==> config.mk <==
export PLATFORM = sky130hd
export DESIGN_NAME = brk_src_merge
export DESIGN_NICKNAME = d
export VERILOG_FILES = /design/src/rtl/brk_merge_pkg.sv /design/src/rtl/brk_sync.sv /design/src/rtl/brk_cfg_reg.sv /design/src/rtl/brk_src_cond.sv /design/src/rtl/brk_trg_mux.sv /design/src/rtl/brk_src_merge.sv
export SDC_FILE = /design/constraint.sdc
export NUM_CORES = 1
export LEC_CHECK = 0
export ABC_AREA = 1
export BUFFER_PORTS_ARGS = -buffer_cell sky130_fd_sc_hd__buf_4
export CORE_MARGIN = 10
export CORE_UTILIZATION = 39
export DETAILED_ROUTE_END_ITERATION = 16
export PLACE_DENSITY = 0.73
export SLEW_MARGIN = 20
export SYNTH_ARGS = -nofsm -noshare
export SYNTH_HDL_FRONTEND = slang
export SYNTH_SLANG_ARGS = --single-unit
==> constraint.sdc <==
create_clock -name clk -period 0.85 [get_ports clk]
set_input_delay 0.085 -clock clk [delete_from_list [all_inputs] [get_ports clk]]
set_output_delay 0.085 -clock clk [all_outputs]
set_load 0.03 [all_outputs]
==> src/rtl/brk_merge_pkg.sv <==
// Package: shared sizes, register layout and selector codes for the
// break-source combiner. Assumes three break sources and three watchdog flags.
package brk_merge_pkg;
    localparam int N_SRC   = 3;
    localparam int N_AWD   = 3;
    localparam int SEL_W   = 3;
    localparam int CFG_W   = 2 * N_SRC + SEL_W;
    localparam int N_TRG   = 3 + N_AWD;      // legacy pin, two comparators, watchdogs
    localparam int SEL_MAX = N_TRG - 1;      // highest legal selector code

    // Option register, packed so the LSB is the fault-pin enable.
    typedef struct packed {
        logic [SEL_W-1:0] sel;
        logic [N_SRC-1:0] inv;
        logic [N_SRC-1:0] en;
    } brk_cfg_t;
endpackage

==> src/rtl/brk_sync.sv <==
// Multi-stage synchronizer for asynchronous fault levels.
// Assumes STAGES >= 2; clears to 0 on reset.
module brk_sync #(
    parameter int WIDTH  = 3,
    parameter int STAGES = 2
) (
    input  logic             clk,
    input  logic             rst_n,
    input  logic [WIDTH-1:0] d,
    output logic [WIDTH-1:0] q
);
    logic [STAGES-1:0][WIDTH-1:0] stg;

    // Shift the raw levels through the flop chain.
    always_ff @(posedge clk) begin
        if (!rst_n) stg <= '0;
        else        stg <= {stg[STAGES-2:0], d};
    end

    assign q = stg[STAGES-1];
endmodule

==> src/rtl/brk_cfg_reg.sv <==
// Option register with lock protection and reserved-code filtering.
// Assumes any non-zero lock level blocks every field.
module brk_cfg_reg
    import brk_merge_pkg::*;
#(
    parameter int LOCK_W = 2
) (
    input  logic              clk,
    input  logic              rst_n,
    input  logic              wr_en,
    input  brk_cfg_t          wr_cfg,
    input  logic [LOCK_W-1:0] lock_lvl,
    output brk_cfg_t          cfg_q
);
    logic locked;
    logic sel_ok;

    // Decode the lock and the legality of the requested selector.
    assign locked = (lock_lvl != '0);
    assign sel_ok = (int'(wr_cfg.sel) <= SEL_MAX);

    // Update the fields on an unlocked write; keep the selector on a reserved code.
    always_ff @(posedge clk) begin
        if (!rst_n) begin
            cfg_q <= '0;
        end else if (wr_en && !locked) begin
            cfg_q.en  <= wr_cfg.en;
            cfg_q.inv <= wr_cfg.inv;
            if (sel_ok) cfg_q.sel <= wr_cfg.sel;
        end
    end

    // a locked cycle never changes the register.
    p_locked_hold_r3: assert property (@(posedge clk) disable iff (!rst_n)
        (rst_n && locked) |=> $stable(cfg_q));

    // an unlocked legal write is stored exactly.
    p_write_store_r2: assert property (@(posedge clk) disable iff (!rst_n)
        (rst_n && wr_en && !locked && sel_ok) |=> (cfg_q == $past(wr_cfg)));

    // a reserved selector code is never held.
    p_no_reserved_r9: assert property (@(posedge clk) disable iff (!rst_n)
        (int'(cfg_q.sel) <= SEL_MAX));
endmodule

==> src/rtl/brk_src_cond.sv <==
// Polarity conditioning, enable gating and OR merge of the break sources.
// Assumes synchronous inputs; the output is combinational.
module brk_src_cond #(
    parameter int N = 3
) (
    input  logic [N-1:0] lvl,
    input  logic [N-1:0] en,
    input  logic [N-1:0] inv,
    input  logic         glob_pol,
    input  logic         other,
    output logic         req
);
    logic [N-1:0] hit;

    // Per source: active level = glob_pol ^ inv, match by XNOR, then gate.
    for (genvar i = 0; i < N; i++) begin : g_src
        logic act_hi;
        assign act_hi = glob_pol ^ inv[i];
        assign hit[i] = en[i] & ~(lvl[i] ^ act_hi);
    end

    // Merge every conditioned source with the external break.
    assign req = (|hit) | other;
endmodule

==> src/rtl/brk_trg_mux.sv <==
// External trigger selector; reserved codes yield 0.
// Assumes the candidate vector is ordered by selector code.
module brk_trg_mux #(
    parameter int N     = 6,
    parameter int SEL_W = 3
) (
    input  logic [SEL_W-1:0] sel,
    input  logic [N-1:0]     cand,
    output logic             trg
);
    // Pick the candidate whose index equals the selector code.
    always_comb begin
        trg = 1'b0;
        for (int i = 0; i < N; i++) begin
            if (int'(sel) == i) trg = cand[i];
        end
    end
endmodule

==> src/rtl/brk_src_merge.sv <==
// Top: break-source combiner with lockable option register and trigger select.
// Assumes flt_pin/cmp1_out/cmp2_out are asynchronous and other_brk is synchronous.
module brk_src_merge
    import brk_merge_pkg::*;
#(
    parameter int LOCK_W      = 2,
    parameter int SYNC_STAGES = 2
) (
    input  logic              clk,
    input  logic              rst_n,
    input  logic              wr_en,
    input  logic [CFG_W-1:0]  wr_data,
    output logic [CFG_W-1:0]  rd_data,
    input  logic [LOCK_W-1:0] lock_lvl,
    input  logic              glob_pol,
    input  logic              flt_pin,
    input  logic              cmp1_out,
    input  logic              cmp2_out,
    input  logic              other_brk,
    input  logic              trg_pin,
    input  logic [N_AWD-1:0]  awd_flag,
    output logic              brk_req,
    output logic              ext_trg
);
    brk_cfg_t         wr_cfg;
    brk_cfg_t         cfg_q;
    logic [N_SRC-1:0] raw_lvl;
    logic [N_SRC-1:0] sync_lvl;
    logic             req_d;

    assign wr_cfg  = brk_cfg_t'(wr_data);
    assign rd_data = cfg_q;
    assign raw_lvl = {cmp2_out, cmp1_out, flt_pin};

    brk_cfg_reg #(.LOCK_W(LOCK_W)) u_cfg (
        .clk(clk), .rst_n(rst_n), .wr_en(wr_en), .wr_cfg(wr_cfg),
        .lock_lvl(lock_lvl), .cfg_q(cfg_q)
    );

    brk_sync #(.WIDTH(N_SRC), .STAGES(SYNC_STAGES)) u_sync (
        .clk(clk), .rst_n(rst_n), .d(raw_lvl), .q(sync_lvl)
    );

    brk_src_cond #(.N(N_SRC)) u_cond (
        .lvl(sync_lvl), .en(cfg_q.en), .inv(cfg_q.inv),
        .glob_pol(glob_pol), .other(other_brk), .req(req_d)
    );

    brk_trg_mux #(.N(N_TRG), .SEL_W(SEL_W)) u_trg (
        .sel(cfg_q.sel), .cand({awd_flag, cmp2_out, cmp1_out, trg_pin}), .trg(ext_trg)
    );

    // Register the merged break request once.
    always_ff @(posedge clk) begin
        if (!rst_n) brk_req <= 1'b0;
        else        brk_req <= req_d;
    end

    // with no source enabled and no external break, the request stays low.
    p_disabled_quiet_r4: assert property (@(posedge clk) disable iff (!rst_n)
        (($past(cfg_q.en) == '0) && !$past(other_brk)) |-> !brk_req);

    // selector code 0 passes the legacy pin.
    p_trg_legacy_r8: assert property (@(posedge clk) disable iff (!rst_n)
        (cfg_q.sel == '0) |-> (ext_trg == trg_pin));
endmodule

==> results of run 1 <==
[registers in the layout, summed over array words and instances, names as in the netlist]
| name | flops |
|---|---|
| u_cfg.cfg_q | 9 |
| brk_req | 1 |
| u_sync.stg | 3 |
| u_sync.q | 3 |
[kinds of logic after synthesis]
family	count (synthesis)
AND/OR/NAND/NOR	44
buffers and inverters	21
AO/OA/AOI/OAI	19
flip-flops	16
[where the power goes]
part           internal (mW)  total (mW)  switching (mW)
sequential             0.781       0.810          0.0294
clock                  0.261       0.503           0.242
combinational          0.205       0.401           0.196
[what timing repair did]
action	in CTS	in global routing
hold buffers	3	0
endpoints found under the setup margin	12	12
resized for setup	16	7
buffers inserted	5	0
endpoints found under the hold margin	3	0
cloned	0	0
pin swaps	3	5
[synth_stat cells, types with 2 or more instances]
| cell type | instances | area (µm²) |
|---|---|---|
| dfxtp_1 | 16 | 320 |
| nor2_1 | 11 | 41.3 |
| nand2_1 | 22 | 82.6 |
| buf_2 | 2 | 10.0 |
| o21ai_0 | 2 | 10.0 |
| o21ai_1 | 9 | 45.0 |
| nand2_2 | 3 | 18.8 |
| inv_2 | 3 | 11.3 |
| inv_1 | 16 | 60.1 |
| a21oi_1 | 6 | 30.0 |
| nand3_1 | 6 | 30.0 |
[critical path: stages (launching register included)]
cell and delay [ns]:
dfxtp_4 0.40, inv_4 0.05, nor2_2 0.10, o22ai_1 0.09
nand2_1 0.12, o21ai_4 0.07, buf_6 0.14
[layer usage]
layer | wire, µm | vias up | global-route usage [%]
met2 | 1020 | 28 | 20.5
met5 | 0 | - | 0
met3 | 255 | 6 | 6.71
li1 | - | 399 | -
met1 | 713 | 329 | 8.73
met4 | 47 | 0 | 6.05
[final timing paths]
check / endpoint / slack, ns / depth (start not counted)
worst max register to register: brk_req / -0.06 / 8
worst min-delay path: u_cfg.cfg_q[0] / 0.02 / 3
worst max-delay path: ext_trg / -0.49 / 6
worst min register to register: u_sync.q[2] / 0.41 / 2
[layout make-up]
cell class                      count  area (µm²)
Tap cell                           17        21.3
Multi-Input combinational cell     63         319
Sequential cell                    16         349
Timing Repair Buffer               44         375
Clock buffer                        4        36.3
Inverter                           19        73.8
Fill cell                         154         514
==> metrics, run 1 <==
Tcrit/Tclk final=158%; gpl congestion=0.774; share of cells above drive strength 1=about 52%; crit-path max FO=5; minimum clock period=between 1 and 1.5 ns; Syn. warnings=0; post-synthesis mux area share=0%; commonest non-fill, non-tap cell in the layout=buf_4; worst flop-to-flop path startpoint=u_cfg.cfg_q[5]; Hold Startpoint=wr_data[0]; number of global-route vias before repair=807; total power draw=roughly 1.7 mW; Vias=between 700 and 800; Via density=~4.7; Max VDD drop=between 0.0008 and 0.0009 V; post-synthesis simple-gate area fraction=roughly 27%; TNS Setup=-0.742 ns; Final Hold Fails=0; n_diodes=0; core area=about 1700 µm²; CP Class=reg -> out; Lkg Pwr=just under 0.6 nW; async set-reset flop share out of synthesis=0%; final instance area=approximately 1200 µm²; EDFF count, synth=0; dpl hpwl=around 1500 µm; Synth Register Bits=16; clock buffer depth=2; total wire length=a little over 2000 µm; clk_lat worst skew=0.29 ns; Worst-Margin Slew=slightly below 0.3 ns; CP startpoint=u_cfg.cfg_q[6]; Placed Area=slightly above 1000 µm²; io pins=34; FMAX=744 MHz; largest net degree at the start of global routing=17; first-pass GRT wire length=between 3000 and 4000 µm; row count=15; ys flop type=dfxtp_1; Adder-Cell Fraction of Synth Area=0%; Nets=170; Arrival @ worst endpoint=between 1 and 1.5 ns; Finished Layout Cells=between 150 and 200; H-tree depth reported by CTS=1; Synth Area per Inst=6.86 µm²; die height=around 62 µm; RSZ-0062 raised after global routing=yes; Core Util, Final=69.6%; pwr dens=about 1500 nW/µm²; Reg clk slew, reported paths=roughly 0.090 ns; Syn Nets=123; DR iter-0 viols=8; full die area=3840 µm²; status=finished, violations left; TritonCTS clock tree=yes; CTS buffer count=3; final worst slack=-0.494 ns; DRC errors left=0; # port buffers=33; Detail Route Antenna Nets=0; compound-gate portion of the synthesized area=between 10% and 20%; Seq/Total Area, Yosys=~47%; grt ovf=0; Die X=roughly 62 µm; Max Cap Viol=0; drt wl/cell=roughly 12 µm; Synth Instances=100; failing checks=setup timing; Initial Util=roughly 41%; kind of end point of the critical path=output port; Synth Area in XOR/XNOR=0%; fin. max-slew vios=0; placed insts=~150; Crit path required time=around 0.76 ns; largest family of logic cells by synthesized area=simple AND/OR/NAND/NOR gates; CTS Sinks=16; Min Hold Slack=roughly 0.022 ns; Final Setup Violations=9; Hold Path Class=in -> reg; worst slack at placement=-0.191 ns; TritonRoute pass-1 iters=3; GRT Total Usage=11.1%; root buf cell=clkbuf_4; most frequent cells in the layout=31 x buf_4, 19 x nand2_1, 12 x inv_1; clk_skew=about 0.0033 ns; Syn Std Cell Area=~700 µm²; CP Launch Type=flip-flop; Synth-to-Final Area Change=71.4%; Slew headroom=80.2%; initial antenna violation count=0; Distinct cells, synth=15
Power figures use the tool's default switching activity.
==> run 2, diff against run 1 <==
ABC_AREA = unset   (was 1)
CORE_UTILIZATION = 38   (was 39)
PLACE_DENSITY = 0.72   (was 0.73)
RECOVER_POWER = 50   (was unset)
==> run 2 against run 1 <==
The run still ends with setup timing left. Via count decreased by 10%. Power fell by 1.3%. Worst hold slack improved by 0.0057 ns. Clock skew grew 0.0045 ns. Global-route usage up 1.6 points. Final area grew 6.0%. Synthesized area shrank 3.5%. Combinational power fell by 4%. Sequential power down 2.6%. First-iteration DRC count decreased by 100%. Core utilization up 4.1 points. Setup slack worse by 0.31 ns. Largest cell class unchanged.
==> metrics, run 2 <==
clk_lat worst skew=0.30 ns (was 0.29 ns); Post-synth top cells=16 x dfxtp_1, 13 x nand2_1, 10 x a21oi_1 (was 22 x nand2_1, 16 x dfxtp_1, 16 x inv_1); final worst slack=-0.803 ns (was -0.494 ns); Syn Std Cell Area=662 µm² (was 686 µm²); status=finished, violations left (unchanged); CP Class=reg -> out (unchanged); share of the synthesized area in the top cell type=48.4% (was 46.7%); Nets=144 (was 170); CP startpoint=u_cfg.cfg_q[6] (unchanged); NetSw=431 µW (was 467 µW); full die area=3810 µm² (was 3840 µm²); io pins=34 (unchanged); Hold Path Class=in -> reg (unchanged); Placed Area=1030 µm² (was 1010 µm²); row count=15 (unchanged); kind of end point of the critical path=output port (unchanged); Initial Util=39.2% (was 40.6%); pwr dens=1360 nW/µm² (was 1460 nW/µm²); Synth Area in XOR/XNOR=10.2% (was 0%); Lkg Pwr=0.566 nW (was 0.589 nW); FMAX=605 MHz (was 744 MHz); drt wl/cell=16.9 µm (was 12.5 µm); gpl congestion=0.740 (was 0.774); minimum clock period=1.65 ns (was 1.34 ns); worst reg2reg path depth=3 (was 8); Slew headroom=78.8% (was 80.2%); Worst-Margin Slew=0.315 ns (was 0.296 ns); GRT Total Usage=12.7% (was 11.1%); Reg clk slew, reported paths=0.10 ns (was 0.09 ns); # port buffers=33 (unchanged); root buf cell=clkbuf_4 (unchanged); ys flop type=dfxtp_1 (unchanged); Vias=685 (was 762); worst flop-to-flop path startpoint=u_sync.q[1] (was u_cfg.cfg_q[5]); Via density=5.00 (was 4.67); CP endpoint=ext_trg (unchanged); Adder-Cell Fraction of Synth Area=0% (unchanged); Synth Instances=63 (was 100); fill count=118 (was 154); Final Hold Fails=0 (unchanged); Int Power=1.26 mW (was 1.25 mW); failing checks=setup timing (unchanged); Crit path required time=0.76 ns (about the same); combinational power share=22.6% (was 23.4%); Detail Route Antenna Nets=0 (unchanged); largest net degree at the start of global routing=10 (was 17); Tcrit/Tclk final=194% (was 158%); grt ovf=0 (unchanged); Synth Register Bits=16 (unchanged); Max VDD drop=0.000861 V (about the same); most frequent cells in the layout=33 x buf_4, 17 x buf_6, 12 x nand2_1 (was 31 x buf_4, 19 x nand2_1, 12 x inv_1); CP Launch Type=flip-flop (unchanged); share of cells above drive strength 1=65.0% (was 52.1%); Yosys top cell by area=dfxtp_1 (unchanged); EDFF count, synth=0 (unchanged); Synth-to-Final Area Change=88.1% (was 71.4%); switching part of the total power=25.5% (was 27.3%); TritonCTS clock tree=yes (unchanged); total wire length=2320 µm (was 2030 µm); largest family of logic cells by synthesized area=simple AND/OR/NAND/NOR gates (unchanged); main area contributors after synthesis=dfxtp_1 48%, xnor3_1 10%, a21oi_1 7.6% (was dfxtp_1 47%, nand2_1 12%, inv_1 8.8%); TritonRoute pass-1 iters=1 (was 3); initial antenna violation count=0 (unchanged); Final Setup Violations=12 (was 9); fin. max-slew vios=0 (unchanged); Seq/Total Area, Yosys=48.4% (was 46.7%); core area=1690 µm² (unchanged); CTS buffer count=3 (unchanged); number of flip-flops in the largest register=9 (unchanged); CTS Sinks=16 (unchanged); Synth Area per Inst=10.5 µm² (was 6.86 µm²); FF-to-FF setup slack=-0.30 ns (was -0.06 ns); sequential share of power=46.6% (was 47.3%); RSZ-0062 raised after global routing=yes (unchanged); top-count cell post-synth=dfxtp_1 (was nand2_1); DR iter-0 viols=0 (was 8); H-tree depth reported by CTS=1 (unchanged); post-synthesis simple-gate area fraction=20.0% (was 27.0%); Arrival @ worst endpoint=1.57 ns (was 1.26 ns); Largest Register=u_cfg.cfg_q (unchanged); TNS Setup=-2.22 ns (was -0.742 ns); compound-gate portion of the synthesized area=11.9% (was 14.4%); Syn. warnings=0 (unchanged); number of global-route vias before repair=727 (was 807); clock share of power=30.7% (was 29.4%); final instance area=1240 µm² (was 1170 µm²); clk_skew=0.00778 ns (was 0.00330 ns); dpl hpwl=1490 µm (was 1550 µm); DRC errors left=0 (unchanged); Max Cap Viol=0 (unchanged); clock buffer depth=2 (unchanged); post-synthesis mux area share=6.62% (was 0%); R2R Path End=brk_req (unchanged); commonest non-fill, non-tap cell in the layout=buf_4 (unchanged); n_diodes=0 (unchanged); first-pass GRT wire length=3370 µm (was 3140 µm); Distinct cells, synth=20 (was 15); Syn Nets=86 (was 123); crit-path max FO=2 (was 5); die height=61.7 µm (was 61.9 µm); async set-reset flop share out of synthesis=0% (unchanged); Die X=61.7 µm (was 61.9 µm)
-- run 2: cell types whose count changed in the layout (fill, tap and decap cells not counted), sizes merged, moves of 5 or more --
cell / delta
nand3: -5
o21ai: -11
and2: +6
nor2: -10
buf: +9
nand2: -12
inv: -18
-- run 2: power groups by stage --
stage / logic (mW) / clock network [mW] / registers, mW
6_report: 0.383 / 0.520 / 0.789
5_1_grt: 0.409 / 0.556 / 0.793
4_1_cts: 0.362 / 0.527 / 0.788
3_5_place_dp: 0.313 / 0 / 0.803
3_3_place_gp: 0.307 / 0 / 0.802
2_1_floorplan: 0.109 / 0 / 0.837
-- run 2: worst min path at each step --
stage / slack, ns / startpoint / cells after the start / end
after detailed placement: 0.30 / flt_pin / 2 / u_sync.stg[0]
after global routing: 0.03 / wr_data[2] / 3 / u_cfg.cfg_q[2]
after floorplan: 0.21 / rst_n / 1 / u_sync.q[0]
final: 0.03 / wr_data[0] / 3 / u_cfg.cfg_q[0]
after global placement: 0.30 / flt_pin / 2 / u_sync.stg[0]
after CTS: 0.02 / wr_data[0] / 3 / u_cfg.cfg_q[0]
-- run 2: cells by family after synthesis --
group,after synthesis
buffers and inverters,3
flip-flops,16
AO/OA/AOI/OAI,13
AND/OR/NAND/NOR,25
multiplexers,3
XOR/XNOR,3
-- run 2: layer usage --
| metal | track usage, % | share of wire, % | wire (µm) |
|---|---|---|---|
| met2 | 23.3 | 57 | 1320 |
| met1 | 11.5 | 33 | 775 |
| met5 | 0 | 0 | 0 |
| met4 | 9.87 | 5.4 | 126 |
| met3 | 3.46 | 4.1 | 95 |
-- run 2: cell type report --
type / instances / area, µm² / share of cell area, %
timing repair buffer: 54 / 477 / 38.3
multi-input combinational: 44 / 359 / 28.8
sequential: 16 / 344 / 27.6
clock buffer: 4 / 36.3 / 2.91
tap: 17 / 21.3 / 1.71
inverter: 2 / 7.51 / 0.603
-- run 2: timing repair --
action,in CTS,in global routing
endpoints found under the hold margin,3,0
pin swaps,1,2
setup endpoints to repair,12,15
setup buffers,7,1
resized for setup,23,10
hold buffers,3,0
-- run 2: critical path, cell delays in order, from the launching register on --
cell and delay (ns):
dfxtp_4 0.36, mux4_2 0.48, mux2_4 0.28, buf_6 0.14
-- run 2: metrics by stage --
stage	total power [mW]	util (%)	worst slack [ns]	instances	hold WS (ns)
6_report	1.69	73.7	-0.803	137	0.0274
5_1_grt	1.76	73.7	-0.837	137	0.0322
4_1_cts	1.68	72.0	-0.814	137	0.0241
3_5_place_dp	1.12	60.9	-0.500	124	0.301
3_3_place_gp	1.11	60.9	-0.476	124	0.300
2_1_floorplan	0.946	-	-0.457	63	0.207
